<file path="src/rtl/pdl_pkg.sv">
package pdl_pkg;

    // Shortest latency offered by each variant.
    function automatic int min_latency(input bit long_variant);
        return long_variant ? 3 : 1;
    endfunction

    // Number of stages needed to reach the longest latency.
    function automatic int chain_depth(input bit long_variant, input int code_w);
        return min_latency(long_variant) + (1 << code_w) - 1;
    endfunction

endpackage

</file>
<file path="src/rtl/pdl_ctrl.sv">
module pdl_ctrl #(
    parameter int CODE_W   = 4,
    parameter bit SPLIT_EN = 1'b1
) (
    input  logic              clk,
    input  logic              rst,
    input  logic [CODE_W-1:0] code_i,
    input  logic              mode_i,
    output logic [CODE_W-1:0] code_o,
    output logic              split_o
);
    typedef struct packed {
        logic [CODE_W-1:0] code;
        logic              split;
    } ctrl_t;

    ctrl_t ctrl_d, ctrl_q;
    logic  split_req;

    // The split request only exists in the long variant.
    generate
        if (SPLIT_EN) begin : g_split
            assign split_req = mode_i;
        end else begin : g_whole
            assign split_req = 1'b0;
        end
    endgenerate

    always_comb begin
        ctrl_d       = ctrl_q;
        ctrl_d.code  = code_i;
        ctrl_d.split = split_req;
        if (rst) begin
            ctrl_d = '0;
        end
    end

    always_ff @(posedge clk) begin
        ctrl_q <= ctrl_d;
    end

    assign code_o  = ctrl_q.code;
    assign split_o = ctrl_q.split;
endmodule

</file>
<file path="src/rtl/pdl_stage_chain.sv">
module pdl_stage_chain #(
    parameter int W     = 8,
    parameter int DEPTH = 18
) (
    input  logic                      clk,
    input  logic                      rst,
    input  logic [W-1:0]              din_i,
    output logic [DEPTH-1:0][W-1:0]   taps_o
);
    typedef struct packed {
        logic [DEPTH-1:0][W-1:0] stg;
    } chain_t;

    chain_t chain_d, chain_q;

    // Every stage shifts each cycle; stage k holds the word captured k edges ago.
    always_comb begin
        chain_d        = chain_q;
        chain_d.stg[0] = din_i;
        for (int k = 1; k < DEPTH; k++) begin
            chain_d.stg[k] = chain_q.stg[k-1];
        end
        if (rst) begin
            chain_d = '0;
        end
    end

    always_ff @(posedge clk) begin
        chain_q <= chain_d;
    end

    assign taps_o = chain_q.stg;
endmodule

</file>
<file path="src/rtl/pdl_tap_select.sv">
module pdl_tap_select #(
    parameter int W       = 8,
    parameter int DEPTH   = 18,
    parameter int CODE_W  = 4,
    parameter int MIN_LAT = 3
) (
    input  logic [DEPTH-1:0][W-1:0] taps_i,
    input  logic [CODE_W-1:0]       code_i,
    input  logic                    split_i,
    output logic [W-1:0]            dout_o
);
    localparam int IDX_W = $clog2(DEPTH);
    localparam int LO_W  = W / 2;
    localparam int HI_W  = W - LO_W;

    logic [IDX_W-1:0] sel;
    logic [W-1:0]     prog_word;
    logic [HI_W-1:0]  deep_hi;

    // Stage index = latency - 1, so the offset is MIN_LAT - 1.
    always_comb begin
        sel       = IDX_W'(MIN_LAT - 1) + IDX_W'(code_i);
        prog_word = taps_i[sel];
        deep_hi   = taps_i[DEPTH-1][W-1:LO_W];
        dout_o    = {(split_i ? deep_hi : prog_word[W-1:LO_W]), prog_word[LO_W-1:0]};
    end
endmodule

</file>
<file path="src/rtl/prog_delay_line.sv">
module prog_delay_line #(
    parameter int DATA_W    = 8,
    parameter int CODE_W    = 4,
    parameter bit LONG_MODE = 1'b1
) (
    input  logic              clk,
    input  logic              rst,
    input  logic [DATA_W-1:0] din,
    input  logic [CODE_W-1:0] len_code,
    input  logic              split_mode,
    output logic [DATA_W-1:0] dout
);
    localparam int MIN_LAT = pdl_pkg::min_latency(LONG_MODE);
    localparam int DEPTH   = pdl_pkg::chain_depth(LONG_MODE, CODE_W);

    logic [CODE_W-1:0]            code_q;
    logic                         split_q;
    logic [DEPTH-1:0][DATA_W-1:0] taps;

    pdl_ctrl #(
        .CODE_W  (CODE_W),
        .SPLIT_EN(LONG_MODE)
    ) u_ctrl (
        .clk    (clk),
        .rst    (rst),
        .code_i (len_code),
        .mode_i (split_mode),
        .code_o (code_q),
        .split_o(split_q)
    );

    pdl_stage_chain #(
        .W    (DATA_W),
        .DEPTH(DEPTH)
    ) u_chain (
        .clk   (clk),
        .rst   (rst),
        .din_i (din),
        .taps_o(taps)
    );

    pdl_tap_select #(
        .W      (DATA_W),
        .DEPTH  (DEPTH),
        .CODE_W (CODE_W),
        .MIN_LAT(MIN_LAT)
    ) u_sel (
        .taps_i (taps),
        .code_i (code_q),
        .split_i(split_q),
        .dout_o (dout)
    );
endmodule

</file>
<file path="config.mk">
export PLATFORM = sky130hd
export DESIGN_NAME = prog_delay_line
export DESIGN_NICKNAME = d
export VERILOG_FILES = /design/src/rtl/pdl_pkg.sv /design/src/rtl/pdl_ctrl.sv /design/src/rtl/pdl_stage_chain.sv /design/src/rtl/pdl_tap_select.sv /design/src/rtl/prog_delay_line.sv
export SDC_FILE = /design/constraint.sdc
export NUM_CORES = 1
export LEC_CHECK = 0
export BUFFER_PORTS_ARGS = -buffer_cell sky130_fd_sc_hd__buf_2
export CORE_MARGIN = 3
export CORE_UTILIZATION = 55
export CTS_CLUSTER_DIAMETER = 200
export DETAILED_ROUTE_END_ITERATION = 10
export PLACE_DENSITY_LB_ADDON = 0.05
export RECOVER_POWER = 50
export SETUP_SLACK_MARGIN = 0.2
export SLEW_MARGIN = 20
export SYNTH_ARGS = -nofsm -noshare
export SYNTH_HDL_FRONTEND = slang
export SYNTH_SLANG_ARGS = --single-unit
</file>
<file path="constraint.sdc">
create_clock -name clk -period 4.1 [get_ports clk]
set_input_delay 0.82 -clock clk [delete_from_list [all_inputs] [get_ports clk]]
set_output_delay 0.82 -clock clk [all_outputs]
set_load 0.03 [all_outputs]
</file>
; After elaboration in Yosys (flattened, before gate mapping)
; Cells that the tools add are included.
[classes]
order_cmp = 1
addsub = 1
muxes = 3
[op_table]
columns = cell, n
row1 = binary-select mux 8 bit (select 5 bit), 1
row2 = 2-to-1 mux 8 bit, 1
row3 = < comparator 5 x 6 -> 1 bit (second input constant), 1
row4 = adder 2 x 4 -> 5 bit (first input constant), 1
row5 = 2-to-1 mux 4 bit, 1
[word_totals]
elab_cells = 25
reg_bits = 149
input_bits = 15
out_inout_bits = 8

; Longest topological paths before layout
[logic_depth]
ltp_word = 4
mapped_depth = 7
ltp_nobuf = 5

; Cells and area by module
; Synthesis repeated with hierarchy kept, for this count alone.
[unflattened]
hier_cells = 458
area_unflattened_um2 = 5592.9
[by_module_without_submodules]
columns = module, n_inst, seq_area_each_um2, cells_each, area_each_um2
row1 = pdl_stage_chain, 1, 2882.8, 304, 4050.1
row2 = pdl_tap_select, 1, 0.0, 144, 1411.4
row3 = pdl_ctrl, 1, 100.1, 10, 131.4

; Least setup slack after synthesis
; Ideal clock, no wire load.
[synth_timing]
path_kind = reg2out
start = reg u_ctrl.ctrl_q, in the netlist u_ctrl.code_o[1]
end = out dout[3]
path_buffers = 2
arrival_time_ps = 2476
required_ps = 3280
slack_ps = 804
stages_incl_launch_ff = 8
cell_sequence = dfxtp_1 ha_1 buf_2 buf_2 inv_1 a21oi_1 nand2_1 o311ai_0
[synth_via]
elab_chain_cells = 3
[synth_rtl]
columns = item, line_no
row1 = from (decl), pdl_ctrl.sv:17  ; ctrl_t ctrl_d, ctrl_q;
row2 = from (signal assigned), pdl_ctrl.sv:39  ; ctrl_q <= ctrl_d;
row3 = adder 2 x 4 -> 5 bit, pdl_tap_select.sv:22  ; sel = IDX_W'(MIN_LAT - 1) + IDX_W'(code_i);
row4 = binary-select mux 8 bit (select 5 bit), pdl_tap_select.sv:23  ; prog_word = taps_i[sel];
row5 = 2-to-1 mux 8 bit (not written as such), pdl_tap_select.sv:23
row6 = to (decl), prog_delay_line.sv:11  ; output logic [DATA_W-1:0] dout
; No other way between the ends. The select of a mux whose other input is x is not followed.

; Final worst setup path
[layout_timing]
start = reg u_ctrl.ctrl_q, in the netlist u_ctrl.code_o[2]
end = out dout[3]
; Same word-level chain as after synthesis.

==> flow_summary.toml <==
[outcome]
status = "finished with violations"
violations = "capacitance limit, slew limit"

[clocking]
postCtsSetupRepairBufs = 0
cts_made_buffers = 17
clk_pin_slew_worst_paths_ns = 0.06
clockRootBuffer = "clkbuf_8"
cts_num_sinks = 149
clk_latency_ns = 0.52
cts_buffer_depth = 2
cts_tree = "yes"
htree_num_levels = 4

[synthesis]
synth_top_area_share_pct = 55.4
async_reset_ff_share_pct = 0
syn-cell-area_mm2 = 0.00539
netlist-cell-type-count = 39
synth_edf_count = 0
syn_area_per_cell_um2 = 11.3
yosysTopAreaCell = "dfxtp_1"
synthCells = 475
ys.flop_type = "dfxtp_1"
yosysSeqAreaShare_pct = 55.4
synth_area_leaders = "dfxtp_1 (55%), nor2b_1 (18%), mux2i_1 (5.6%), mux4_2 (4.2%), mux2_2 (2.5%)"
synth_seq_cells = 149
synth_nets = 491
yosysWarningCount = 0

[timing]
fin_tns_setup_ns = 0
finalHoldViolations = 0
rsz0062_at_grt = "false"
fin_worst_skew_ns = 0.00591
relSlewSlack_pct = -6.45
period_needed_ns = 3.57
finalMaxSlewViolations = 86
postLayoutSetupSlackWorst_ns = 0.529
setup_viol = 0
tightest_slew_ns = 1.60
fmax_ghz = 0.280
finalCritPeriodShare_pct = 87.1

[power]
ir_worst_vdd_mv = 0.361
intPower_mw = 2.44
p_total_mw = 3.15
pwr-share-comb_pct = 5.5
p_sw_uw = 707
clkPwrFrac_pct = 47.6
seq_power_share_pct = 46.8
leakage_nw = 2.39
power.density_mw_per_mm2 = 513
p_sw_share_pct = 22.5

[global_route]
antenna_found_initial = 0
grt_pass1_vias = 3297
overflow = 0
grt_util_all_layers_pct = 19.0
grt_max_degree = 86
grt_pass1_wl_mm = 16.5

[final_layout]
fin_nets = 507
final_cell_mix = "nor2b_1 (158), dfxtp_1 (148), mux2i_1 (30)"
fin_area_mm2 = 0.00614
antenna_cells = 0
area_delta_synth_final_pct = 13.9
fill_cells = 762
drive_above_1_share_pct = 17.1
final_common_cell = "nor2b_1"

[critical_path]
critPathKind = "flip-flop to output port"
critical_path_peak_fanout = 18
slowest_stage = "ha_2"
cp-startpoint = "u_ctrl.code_o[2]$_SDFF_PP0_"
cp.arrival_ns = 2.75
cp_slowest_stage_delay_ns = 0.57
required_ns = 3.28
path_cells = "ha_2 -> inv_1 -> a21oi_1 -> nand2_1 -> o311ai_0 -> buf_2"
worstReg2RegStart = "u_chain.taps_o[8]$_SDFF_PP0_"
crit_path_end_kind = "output port"
crit_path_start_kind = "flip-flop"

[detailed_routing]
drtAntennaViolNets = 0
drt-total-wl_mm = 9.83
drt-wirelength-per-cell_um = 15.5
viasPerCell = 5.20
num_vias = 3289
detail_route.first_pass.iterations = 4
drt_iter0_markers = 161
drc = 0

[place]
hpwlAfterDp_mm = 6.19
io_buffers = 22
place_area_mm2 = 0.00555
gp_congestion = 0.760
pre_cts_slack_ns = 0.865

[worst_hold_path]
hp-class = "flip-flop to flip-flop"
min_from = "u_chain.taps_o[69]$_SDFF_PP0_"

[floorplanning]
dieArea_mm2 = 0.0110
fp.dieH_um = 105
die_w_um = 105
boundaryPins = 23
start_util_pct = 57.5
rows = 35
design.core.area_mm2 = 0.00937

[flow_run]
drv_cap = 1
[final cells by class]
class	count	area (µm²)	share of cell area [%]
Tap cell	129	161	2.63
Multi-Input combinational cell	293	2240	36.6
Timing Repair Buffer	27	151	2.47
Clock buffer	21	459	7.48
Inverter	3	11.3	0.183
Sequential cell	149	2980	48.6
Clock inverter	11	125	2.04
[logic make-up (layout without fill, tap and decap cells)]
kind of cell,count (synthesis),count (layout),synth area share (%)
simple gates,198,198,22.0
flops,149,149,55.4
mux,55,55,13.7
compound gates,37,37,5.18
buf+inv,33,62,3.04
xor+xnor,2,2,0.464
fa+ha+maj,1,1,0.232
[metal layers]
metal / track usage [%] / part of all wire, %
met1: 27.3 / 52
met2: 27.1 / 43
met3: 4.51 / 3.7
met4: 8.34 / 1.6
met5: 0 / 0
[power groups by stage]
stage | logic [mW] | clock network [mW] | registers (mW)
CTS | 0.177 | 1.52 | 1.47
floorplan | 0.136 | 0 | 1.50
global placement | 0.174 | 0 | 1.51
detailed placement | 0.176 | 0 | 1.51
finish | 0.175 | 1.50 | 1.47
global route | 0.191 | 1.58 | 1.48
[synthesized netlist by cell type, drive strengths merged, types with 2 or more instances]
| cell type | n |
|---|---|
| nand2 | 14 |
| o2111ai | 4 |
| a22oi | 7 |
| a2111oi | 4 |
| clkbuf | 18 |
| nor2b | 158 |
| mux2 | 12 |
| dfxtp | 149 |
| inv | 3 |
| mux4 | 13 |
| buf | 12 |
| nand4 | 4 |
| a31oi | 3 |
| a21oi | 2 |
| mux2i | 30 |
| nand2b | 2 |
| o21ai | 2 |
| o311ai | 7 |
| o22ai | 4 |
| nand3 | 12 |
| nor2 | 4 |
[per-stage QoR]
stage	hold slack, ns	instances	utilization, %
final	0.458	633	65.5
after floorplan	0.429	475	-
after global placement	0.435	601	59.2
after CTS	0.462	633	65.4
after global routing	0.471	633	65.5
after detailed placement	0.448	601	59.2
[sequential cells by signal, indices dropped and copies added, names as in the netlist]
signal and count:
u_ctrl.split_o 1, u_ctrl.code_o 4, u_chain.taps_o 144
[path summary, 6_finish.rpt]
path | to | slack, ns | cells past startpoint
worst max-delay path | dout[3] | 0.53 | 6
worst min-delay path | u_chain.taps_o[77]$_SDFF_PP0_ | 0.46 | 1
worst max register to register | u_chain.taps_o[16]$_SDFF_PP0_ | 3.46 | 1
worst min register to register | u_chain.taps_o[77]$_SDFF_PP0_ | 0.46 | 1
[what timing repair did]
action,CTS,global route
gates resized for setup,0,2
hold buffers,0,0
endpoints found under the setup margin,0,4
endpoints found under the hold margin,0,0
[worst max-delay path: cells and delay by family (launching register included)]
kind                       cells  cell delay, ns
AOI/OAI and AO/OA              2            0.84
adders and majority gates      1            0.57
buffers and inverters          2            0.41
DFF                            1            0.33
and+or+nand+nor                1            0.09
No activity file was read; power rests on OpenSTA's default activity.
